[src/rtl/local_timer_pkg.sv]
package local_timer_pkg;
  localparam int DATA_W = 32;
  localparam int ADDR_W = 2;
  localparam int VEC_W = 8;
  localparam int MAX_SHIFT = 7;
  localparam int PRE_W = MAX_SHIFT;
  localparam int PERIODIC_BIT = 17;
  localparam int MASK_BIT = 16;

  localparam logic [ADDR_W-1:0] ADDR_CTRL = 2'd0;
  localparam logic [ADDR_W-1:0] ADDR_INIT = 2'd1;
  localparam logic [ADDR_W-1:0] ADDR_CUR  = 2'd2;
  localparam logic [ADDR_W-1:0] ADDR_DIV  = 2'd3;

  typedef struct packed {
    logic load;
    logic tick;
    logic periodic;
    logic masked;
  } tmrStrobe_t;
endpackage

[src/rtl/local_timer_ctrl.sv]
module local_timer_ctrl
  import local_timer_pkg::*;
#(
  parameter int CNT_W = 32
) (
  input  logic              clk,
  input  logic              rstN,
  input  logic              wrEn,
  input  logic [ADDR_W-1:0] wrAddr,
  input  logic [DATA_W-1:0] wrData,
  input  logic [ADDR_W-1:0] rdAddr,
  input  logic [CNT_W-1:0]  curCount,
  output tmrStrobe_t        stb,
  output logic [CNT_W-1:0]  loadVal,
  output logic [CNT_W-1:0]  initCount,
  output logic [VEC_W-1:0]  vector,
  output logic [DATA_W-1:0] rdData
);
  logic [2:0]       divKeep;
  logic             periodicReg;
  logic             maskReg;
  logic [PRE_W-1:0] preCnt;
  logic [PRE_W-1:0] tickMask;
  logic [2:0]       shiftVal;
  logic             divWrite;

  assign divWrite = wrEn && (wrAddr == ADDR_DIV);
  assign shiftVal = divKeep + 3'd1;
  assign loadVal  = wrData[CNT_W-1:0];

  always_comb begin
    for (int i = 0; i < PRE_W; i++) tickMask[i] = (i < int'(shiftVal));
  end

  always_comb begin
    stb.load     = wrEn && (wrAddr == ADDR_INIT);
    stb.tick     = ((preCnt & tickMask) == tickMask);
    stb.periodic = periodicReg;
    stb.masked   = maskReg;
  end

  always_ff @(posedge clk or negedge rstN) begin
    if (!rstN) begin
      initCount   <= '0;
      divKeep     <= '0;
      periodicReg <= 1'b0;
      maskReg     <= 1'b1;
      vector      <= '0;
      preCnt      <= '0;
    end else begin
      preCnt <= stb.load ? '0 : preCnt + 1'b1;
      if (wrEn) begin
        case (wrAddr)
          ADDR_CTRL: begin
            periodicReg <= wrData[PERIODIC_BIT];
            maskReg     <= wrData[MASK_BIT];
            vector      <= wrData[VEC_W-1:0];
          end
          ADDR_INIT: initCount <= wrData[CNT_W-1:0];
          ADDR_DIV:  divKeep   <= {wrData[3], wrData[1:0]};
          default: ;
        endcase
      end
    end
  end

  always_comb begin
    rdData = '0;
    case (rdAddr)
      ADDR_CTRL: begin
        rdData[PERIODIC_BIT] = periodicReg;
        rdData[MASK_BIT]     = maskReg;
        rdData[VEC_W-1:0]    = vector;
      end
      ADDR_INIT: rdData[CNT_W-1:0] = initCount;
      ADDR_CUR:  rdData[CNT_W-1:0] = curCount;
      default:   rdData[3:0] = {divKeep[2], 1'b0, divKeep[1:0]};
    endcase
  end

  // above divide-by-one, a tick is never followed by another tick
  p_tick_spacing_r3: assert property (@(posedge clk) disable iff (!rstN)
    (stb.tick && shiftVal != 3'd0 && !stb.load && !divWrite) |=> !stb.tick);
endmodule

[src/rtl/local_timer_core.sv]
module local_timer_core
  import local_timer_pkg::*;
#(
  parameter int CNT_W = 32
) (
  input  logic             clk,
  input  logic             rstN,
  input  tmrStrobe_t       stb,
  input  logic [CNT_W-1:0] loadVal,
  input  logic [CNT_W-1:0] initCount,
  input  logic [VEC_W-1:0] vector,
  output logic [CNT_W-1:0] curCount,
  output logic             expValid,
  output logic [VEC_W-1:0] expVector
);
  logic armed;
  logic atZero;
  logic fire;

  assign atZero = (curCount == '0);
  assign fire = stb.tick && atZero &&
                (stb.periodic ? (initCount != '0) : armed);

  always_ff @(posedge clk or negedge rstN) begin
    if (!rstN) begin
      curCount  <= '0;
      armed     <= 1'b0;
      expValid  <= 1'b0;
      expVector <= '0;
    end else begin
      expValid <= !stb.load && fire && !stb.masked;
      if (!stb.load && fire) expVector <= vector;
      if (stb.load) begin
        curCount <= loadVal;
        armed    <= (loadVal != '0);
      end else if (stb.tick) begin
        if (atZero) begin
          curCount <= stb.periodic ? initCount : '0;
          if (!stb.periodic) armed <= 1'b0;
        end else begin
          curCount <= curCount - 1'b1;
        end
      end
    end
  end

  // a request lasts exactly one cycle
  p_single_pulse_r10: assert property (@(posedge clk) disable iff (!rstN)
    expValid |=> !expValid);
  // no request when the mask was set at the expiry edge
  p_mask_quiet_r9: assert property (@(posedge clk) disable iff (!rstN)
    expValid |-> !$past(stb.masked));
  // a zero initial count never expires
  p_zero_init_r8: assert property (@(posedge clk) disable iff (!rstN)
    expValid |-> ($past(initCount) != '0));
  // the count never exceeds the programmed start value
  p_count_bound_r6: assert property (@(posedge clk) disable iff (!rstN)
    curCount <= initCount);
  // count holds when neither tick nor load
  p_count_hold_r5: assert property (@(posedge clk) disable iff (!rstN)
    (!stb.load && !stb.tick) |=> $stable(curCount));
endmodule

[src/rtl/local_timer.sv]
module local_timer
  import local_timer_pkg::*;
#(
  parameter int CNT_W = 32
) (
  input  logic        clk,
  input  logic        rstN,
  input  logic        wrEn,
  input  logic [1:0]  wrAddr,
  input  logic [31:0] wrData,
  input  logic [1:0]  rdAddr,
  output logic [31:0] rdData,
  output logic        expValid,
  output logic [7:0]  expVector
);
  tmrStrobe_t       stb;
  logic [CNT_W-1:0] loadVal;
  logic [CNT_W-1:0] initCount;
  logic [CNT_W-1:0] curCount;
  logic [VEC_W-1:0] vector;

  local_timer_ctrl #(.CNT_W(CNT_W)) u_ctrl (
    .clk(clk), .rstN(rstN), .wrEn(wrEn), .wrAddr(wrAddr), .wrData(wrData),
    .rdAddr(rdAddr), .curCount(curCount), .stb(stb), .loadVal(loadVal),
    .initCount(initCount), .vector(vector), .rdData(rdData)
  );

  local_timer_core #(.CNT_W(CNT_W)) u_core (
    .clk(clk), .rstN(rstN), .stb(stb), .loadVal(loadVal),
    .initCount(initCount), .vector(vector), .curCount(curCount),
    .expValid(expValid), .expVector(expVector)
  );
endmodule

[config.mk]
export PLATFORM = sky130hd
export DESIGN_NAME = local_timer
export DESIGN_NICKNAME = d
export VERILOG_FILES = /design/src/rtl/local_timer_pkg.sv /design/src/rtl/local_timer_ctrl.sv /design/src/rtl/local_timer_core.sv /design/src/rtl/local_timer.sv
export SDC_FILE = /design/constraint.sdc
export NUM_CORES = 1
export LEC_CHECK = 0
export CORE_UTILIZATION = 48
export CTS_CLUSTER_SIZE = 20
export DETAILED_ROUTE_END_ITERATION = 16
export GPL_TIMING_DRIVEN = 0
export PLACE_DENSITY = 0.78
export SLEW_MARGIN = 20
export SYNTH_ARGS = -nofsm -noshare
export SYNTH_HDL_FRONTEND = slang
export SYNTH_HIERARCHICAL = 1
export SYNTH_SLANG_ARGS = --single-unit
[constraint.sdc]
create_clock -name clk -period 2.8 [get_ports clk]
set_input_delay 0.56 -clock clk [delete_from_list [all_inputs] [get_ports clk]]
set_output_delay 0.56 -clock clk [all_outputs]
set_load 0.02 [all_outputs]
## Word level (Yosys, flattened, before mapping)

Index checks and enable logic that the tools add are counted.

| cells by class | value |
|---|---|
| multiplexer cells | 15 |
| bitwise operators | 1 |
| multipliers | 0 |
| reductions and logical operators | 18 |
| equal/unequal tests | 6 |
| add/subtract/negate cells | 3 |
| shift operators | 0 |
| magnitude comparators | 7 |
| divide/modulo/power cells | 0 |

Operators by type and width:

| kind | count |
|---|---|
| $mux 32 | 4 |
| $reduce_bool 32->1 | 2 |
| $logic_not 32->1 | 1 |
| $sub 32x1->32 const B | 1 |
| $pmux 14 s2 | 1 |
| $pmux 4 s3 | 2 |
| $pmux 8 s2 | 1 |
| $lt 3x3->1 const A | 3 |
| $add 7x1->7 const B | 1 |
| $and 7x7->7 | 1 |
| $eq 7x7->1 | 1 |
| $mux 7 | 1 |
| $lt 1x3->1 const A | 2 |
| $lt 2x3->1 const A | 2 |
| $pmux 2 s3 | 1 |
| $reduce_and 2->1 | 3 |
| $logic_and 1x1->1 | 5 |
| $mux 1 | 5 |
| $eq 2x1->1 const B | 2 |
| $eq 2x2->1 const B | 2 |
| $logic_not 2->1 | 2 |
| $reduce_bool 2->1 | 2 |
| $add 3x1->3 const B | 1 |
| $reduce_and 3->1 | 1 |
| 2 further kinds | 3 |

| word-level totals | value |
|---|---|
| register bits after elaboration | 94 |
| logic and storage cells | 60 |
| latch bits | 0 |
| memory bits (read-only) | 0 |
| memories kept | 0 |
| output and inout port bits | 41 |
| memory bits (writable) | 0 |
| bits of input ports | 39 |

## Depth between registers and ports, before layout

| logic depth | value |
|---|---|
| word-level depth | 8 |
| depth in mapped cells | 10 |
| depth with buffers taken out | 9 |

## Cells and area by module

The synthesis kept the hierarchy.

Modules (own cells, without submodules):

| module | seq. area each (um^2) | area an instance (um^2) | times used | cells each |
|---|---|---|---|---|
| local_timer_core | 1051.0 | 3156.8 | 1 | 374 |
| local_timer_ctrl | 1302.5 | 3007.9 | 1 | 251 |

## Worst setup path before layout

No wires, ideal clock.

| timing path | value |
|---|---|
| kind | register to register |
| start point | register u_ctrl.divKeep[0] |
| end point | register u_core.expVector[0] |
| library setup time | 0.125 ns |
| required time | 2.675 ns |
| data arrival time | 2.886 ns |
| buffers on the path | 0 |
| clock period less this slack | 3.011 ns |
| cell stages (with the launch flop) | 10 |
| slack | -0.211 ns |
| cell sequence | dfrtp_1 ha_1 inv_1 o21ai_0 a221o_1 a222oi_1 nor2b_1 o21ai_0 nor3_4 mux2_4 |

RTL lines:

| item | line | source |
|---|---|---|
| from (decl) | local_timer_ctrl.sv:19 | `logic [2:0] divKeep;` |
| from (signal assigned) | local_timer_ctrl.sv:60 | `ADDR_DIV: divKeep <= {wrData[3], wrData[1:0]};` |
| to (signal assigned) | local_timer_core.sv:32 | `if (!stb.load && fire) expVector <= vector;` |
| to (decl) | local_timer_core.sv:14 | `output logic [VEC_W-1:0] expVector` |

==> summary.md <==
| Metric | Value |
|---|---|
| Hold WS | between 0.07 and 0.08 ns |
| Non-filler cells, final | 902 |
| Crit path time final | 2.82 ns |
| Endpoints failing setup | 8 |
| Status | complete, but fails checks |
| Port bufs | 79 |
| Routability Congestion | 0.950 |
| CP endpoint kind | register |
| CTS sink count | 94 |
| YS warnings | 6 |
| Die ar. | between 10000 and 15000 um2 |
| Grt ovf | 0 |
| Worst-Skew Late Latency | approximately 0.36 ns |
| WS Path Type | reg2reg |
| Final Skew | 0.00922 ns |
| Post-synth EDFFs | 0 |
| Post-synth top area cell | dfrtp_1 |
| Period utilisation layout | 101% |
| Worst R2R End | u_core/expVector[3]$_DFFE_PN0P_ |
| Fmax | 354 MHz |
| I/O pins | 80 |
| CP Capture Point | u_core/expVector[3]$_DFFE_PN0P_ |
| Actual slew at the worst max-slew pin | 1.10 ns |
| Final hold violation count | 0 |
| Met2 WL | 9.00 mm |
| Hold_buf cts | 0 |
| Worst Hold Class | in2async |
| Flops & latches, synth | 94 |
| Req. time, crit path | a little over 3 ns |
| CP Max Fanout | 8 |
| Root buffer cell | clkbuf_16 |
| Setup TNS | -0.157 ns |
| Pin count of the biggest net entering global routing | 64 |
| H-tree depth | 3 |
| Top FF cell, synth | dfrtp_1 |
| Detail Route met3 WL | 1.66 mm |
| Max cap viols | 0 |
| Nature of the critical path startpoint | register |
| Slew HR | 26.2% |
| Die W | 115 um |
| CTS buffer count | 9 |
| Initial Utilization | 49.0% |
| Final #Nets | 773 |
| Synthesized area | between 6000 and 7000 um2 |
| Critical path data arrival time | 3.07 ns |
| CTS tree | built |
| Sw Pwr | 0.00244 W |
| Net Sw Frac | 41.0% |
| Reg-to-reg slack, setup | -0.02 ns |
| Sequential area share after synthesis | 38.2% |
| Post-DP HPWL | 13.7 mm |
| DRT antenna net count | 0 |
| Failing checks | negative setup slack |
| Clk pwr share | 20.3% |
| Chip Height | 115 um |
| Most frequent cells in the layout | dfrtp_1, nor2_1, buf_4 |
| Synth top area cells | dfrtp_1, mux2_4, buf_4 |
| Synthesized netlist cell count | 625 |
| Vias in the first global route | 5464 |
| Clock transition at path regs | roughly 0.070 ns |
| Worst-case reg-to-reg path depth | 11 |
| RSZ-0062 raised after global routing | yes |
| TritonRoute pass-1 iters | 5 |
| P_int | 0.00351 W |
| DRT met1 WL | between 8 and 9 mm |
| Via Count | approximately 5500 |
| Detailed Route Iter0 Violations | 509 |
| First-pass GRT wire length | ~30 mm |
| Synthesized Nets | 672 |
| Mapped Avg Cell Area | 9.86 um2 |
| Pleak | 3.15 nW |
| PD cells | 770 nW/um2 |
| # DRC | 0 |
| Initial antenna violation count | 0 |
| Max IR drop VDD | 0.514 mV |
| DR top layer | met4 |
| Core area | around 13000 um2 |
| Filler Cell Count | ~1100 |
| Final WS setup | -0.0248 ns |
| Commonest non-fill, non-tap cell in the layout | dfrtp_1 |
| Reg power frac | 39.0% |
| Share of cells above drive strength 1 | about a quarter |
| R2R Path Start | u_ctrl/divKeep[0]$_DFFE_PN0P_ |
| # placed instances | 878 |
| Row Count | 41 |
| Via/cell ratio | 6.05 |
| Synth cell types | 51 |
| WL per Instance | 21.7 um |
| Inserted Diodes | 0 |
| Setup crit start | u_ctrl/divKeep[0]$_DFFE_PN0P_ |
| GRT Util Overall | 30.8% |
| Comb power frac | between 40% and 50% |
| Synth top area share | a little under two fifths |
| Synth async-reset ratio | between 90% and 100% |
| Clock buffer depth | 2 |
| Max Slew Vio Count | 0 |
| Routed Wire Length | slightly below 20 mm |
| Syn-to-layout area delta | 25.5% |
[state kept, by name, indices dropped and copies added (netlist names), 3 cells and up]
| register | cells |
|---|---|
| u_core/curCount | 32 |
| u_core/expVector | 8 |
| u_ctrl/divKeep | 3 |
| u_ctrl/initCount | 32 |
| u_ctrl/preCnt | 7 |
| u_ctrl/vector | 8 |
[through the flow]
stage	total power [W]	util [%]	instance area (um2)	setup WS, ns
final	0.00595	61.5	7730	-0.0248
after global placement	0.00448	57.1	7180	-2.43
after detailed placement	0.00458	57.5	7220	-0.744
after global routing	0.00629	61.5	7730	-0.0954
after CTS	0.00584	60.9	7650	0.00127
after floorplan	0.00378	-	6180	-0.0534
[synth_stat cells, types with 14 or more instances]
library cell,count
dfrtp_1,93
nor2_1,54
mux2_4,40
a21oi_1,34
buf_4,34
nand2_1,32
clkbuf_1,31
nor2b_1,27
a22oi_1,25
nor4_1,23
mux2_2,22
o21ai_0,21
nor3b_1,16
xnor2_1,15
a211oi_1,14
[power by group through the flow]
stage / Clock, W / Combinational (W) / Sequential [W]
after floorplan: 0 / 0.00165 / 0.00213
after global placement: 0 / 0.00221 / 0.00227
after global routing: 0.00128 / 0.00262 / 0.00238
after CTS: 0.00123 / 0.00231 / 0.00230
final: 0.00121 / 0.00242 / 0.00232
after detailed placement: 0 / 0.00228 / 0.00230
[area by class of cell]
| cell class | instances | area [um2] | share of cell area [%] |
|---|---|---|---|
| Clock inverter | 6 | 53.8 | 0.696 |
| Inverter | 10 | 37.5 | 0.485 |
| Buffer | 72 | 522 | 6.75 |
| Sequential cell | 94 | 2350 | 30.4 |
| Clock buffer | 9 | 225 | 2.91 |
| Tap cell | 172 | 215 | 2.78 |
| Multi-Input combinational cell | 446 | 3420 | 44.2 |
| Timing Repair Buffer | 93 | 907 | 11.7 |
[layer usage]
| layer | global-route usage [%] | vias up |
|---|---|---|
| li1 | - | 2472 |
| met3 | 7.27 | 55 |
| met2 | 48.7 | 288 |
| met5 | 0 | - |
| met4 | 13.3 | 0 |
| met1 | 40.4 | 2639 |
[worst max-delay path: stages (launching register included)]
cell and delay (ns):
dfrtp_1 0.42, ha_4 0.26, buf_6 0.11, a221o_1 0.31, a222oi_1 0.32, buf_4 0.21, buf_6 0.10, nor2b_4 0.16
o21ai_4 0.08, nor3_4 0.24, buf_12 0.17, mux2_4 0.31
[how the worst min path moves through the flow]
stage,from,to,slack (ns),cells past startpoint
after floorplan,rstN,u_core/armed$_DFFE_PN0P_,0.26,0
after global placement,u_core/expVector[6]$_DFFE_PN0P_,u_core/expVector[6]$_DFFE_PN0P_,0.50,1
after detailed placement,rstN,u_core/expVector[5]$_DFFE_PN0P_,0.46,1
after CTS,rstN,u_core/expVector[5]$_DFFE_PN0P_,0.07,1
after global routing,rstN,u_core/expVector[5]$_DFFE_PN0P_,0.08,1
final,rstN,u_core/expVector[5]$_DFFE_PN0P_,0.07,1
[logic make-up (layout without fill, tap and decap cells)]
logic type / count (synthesis) / in the layout / share of synthesized area (%)
AND/OR/NAND/NOR: 215 / 215 / 19.7
AO/OA/AOI/OAI: 130 / 130 / 14.3
flip-flops: 94 / 94 / 38.2
buffers and inverters: 85 / 190 / 7.92
multiplexers: 66 / 66 / 14.4
XOR/XNOR: 27 / 27 / 3.84
adder cells (fa/ha/maj): 8 / 8 / 1.62
[repair_timing]
action                                  CTS  global route
setup buffers                             6             6
pin swaps                                 5             8
endpoints found under the setup margin   74            61
resized for setup                       107            22
Power figures use the tool's default switching activity.
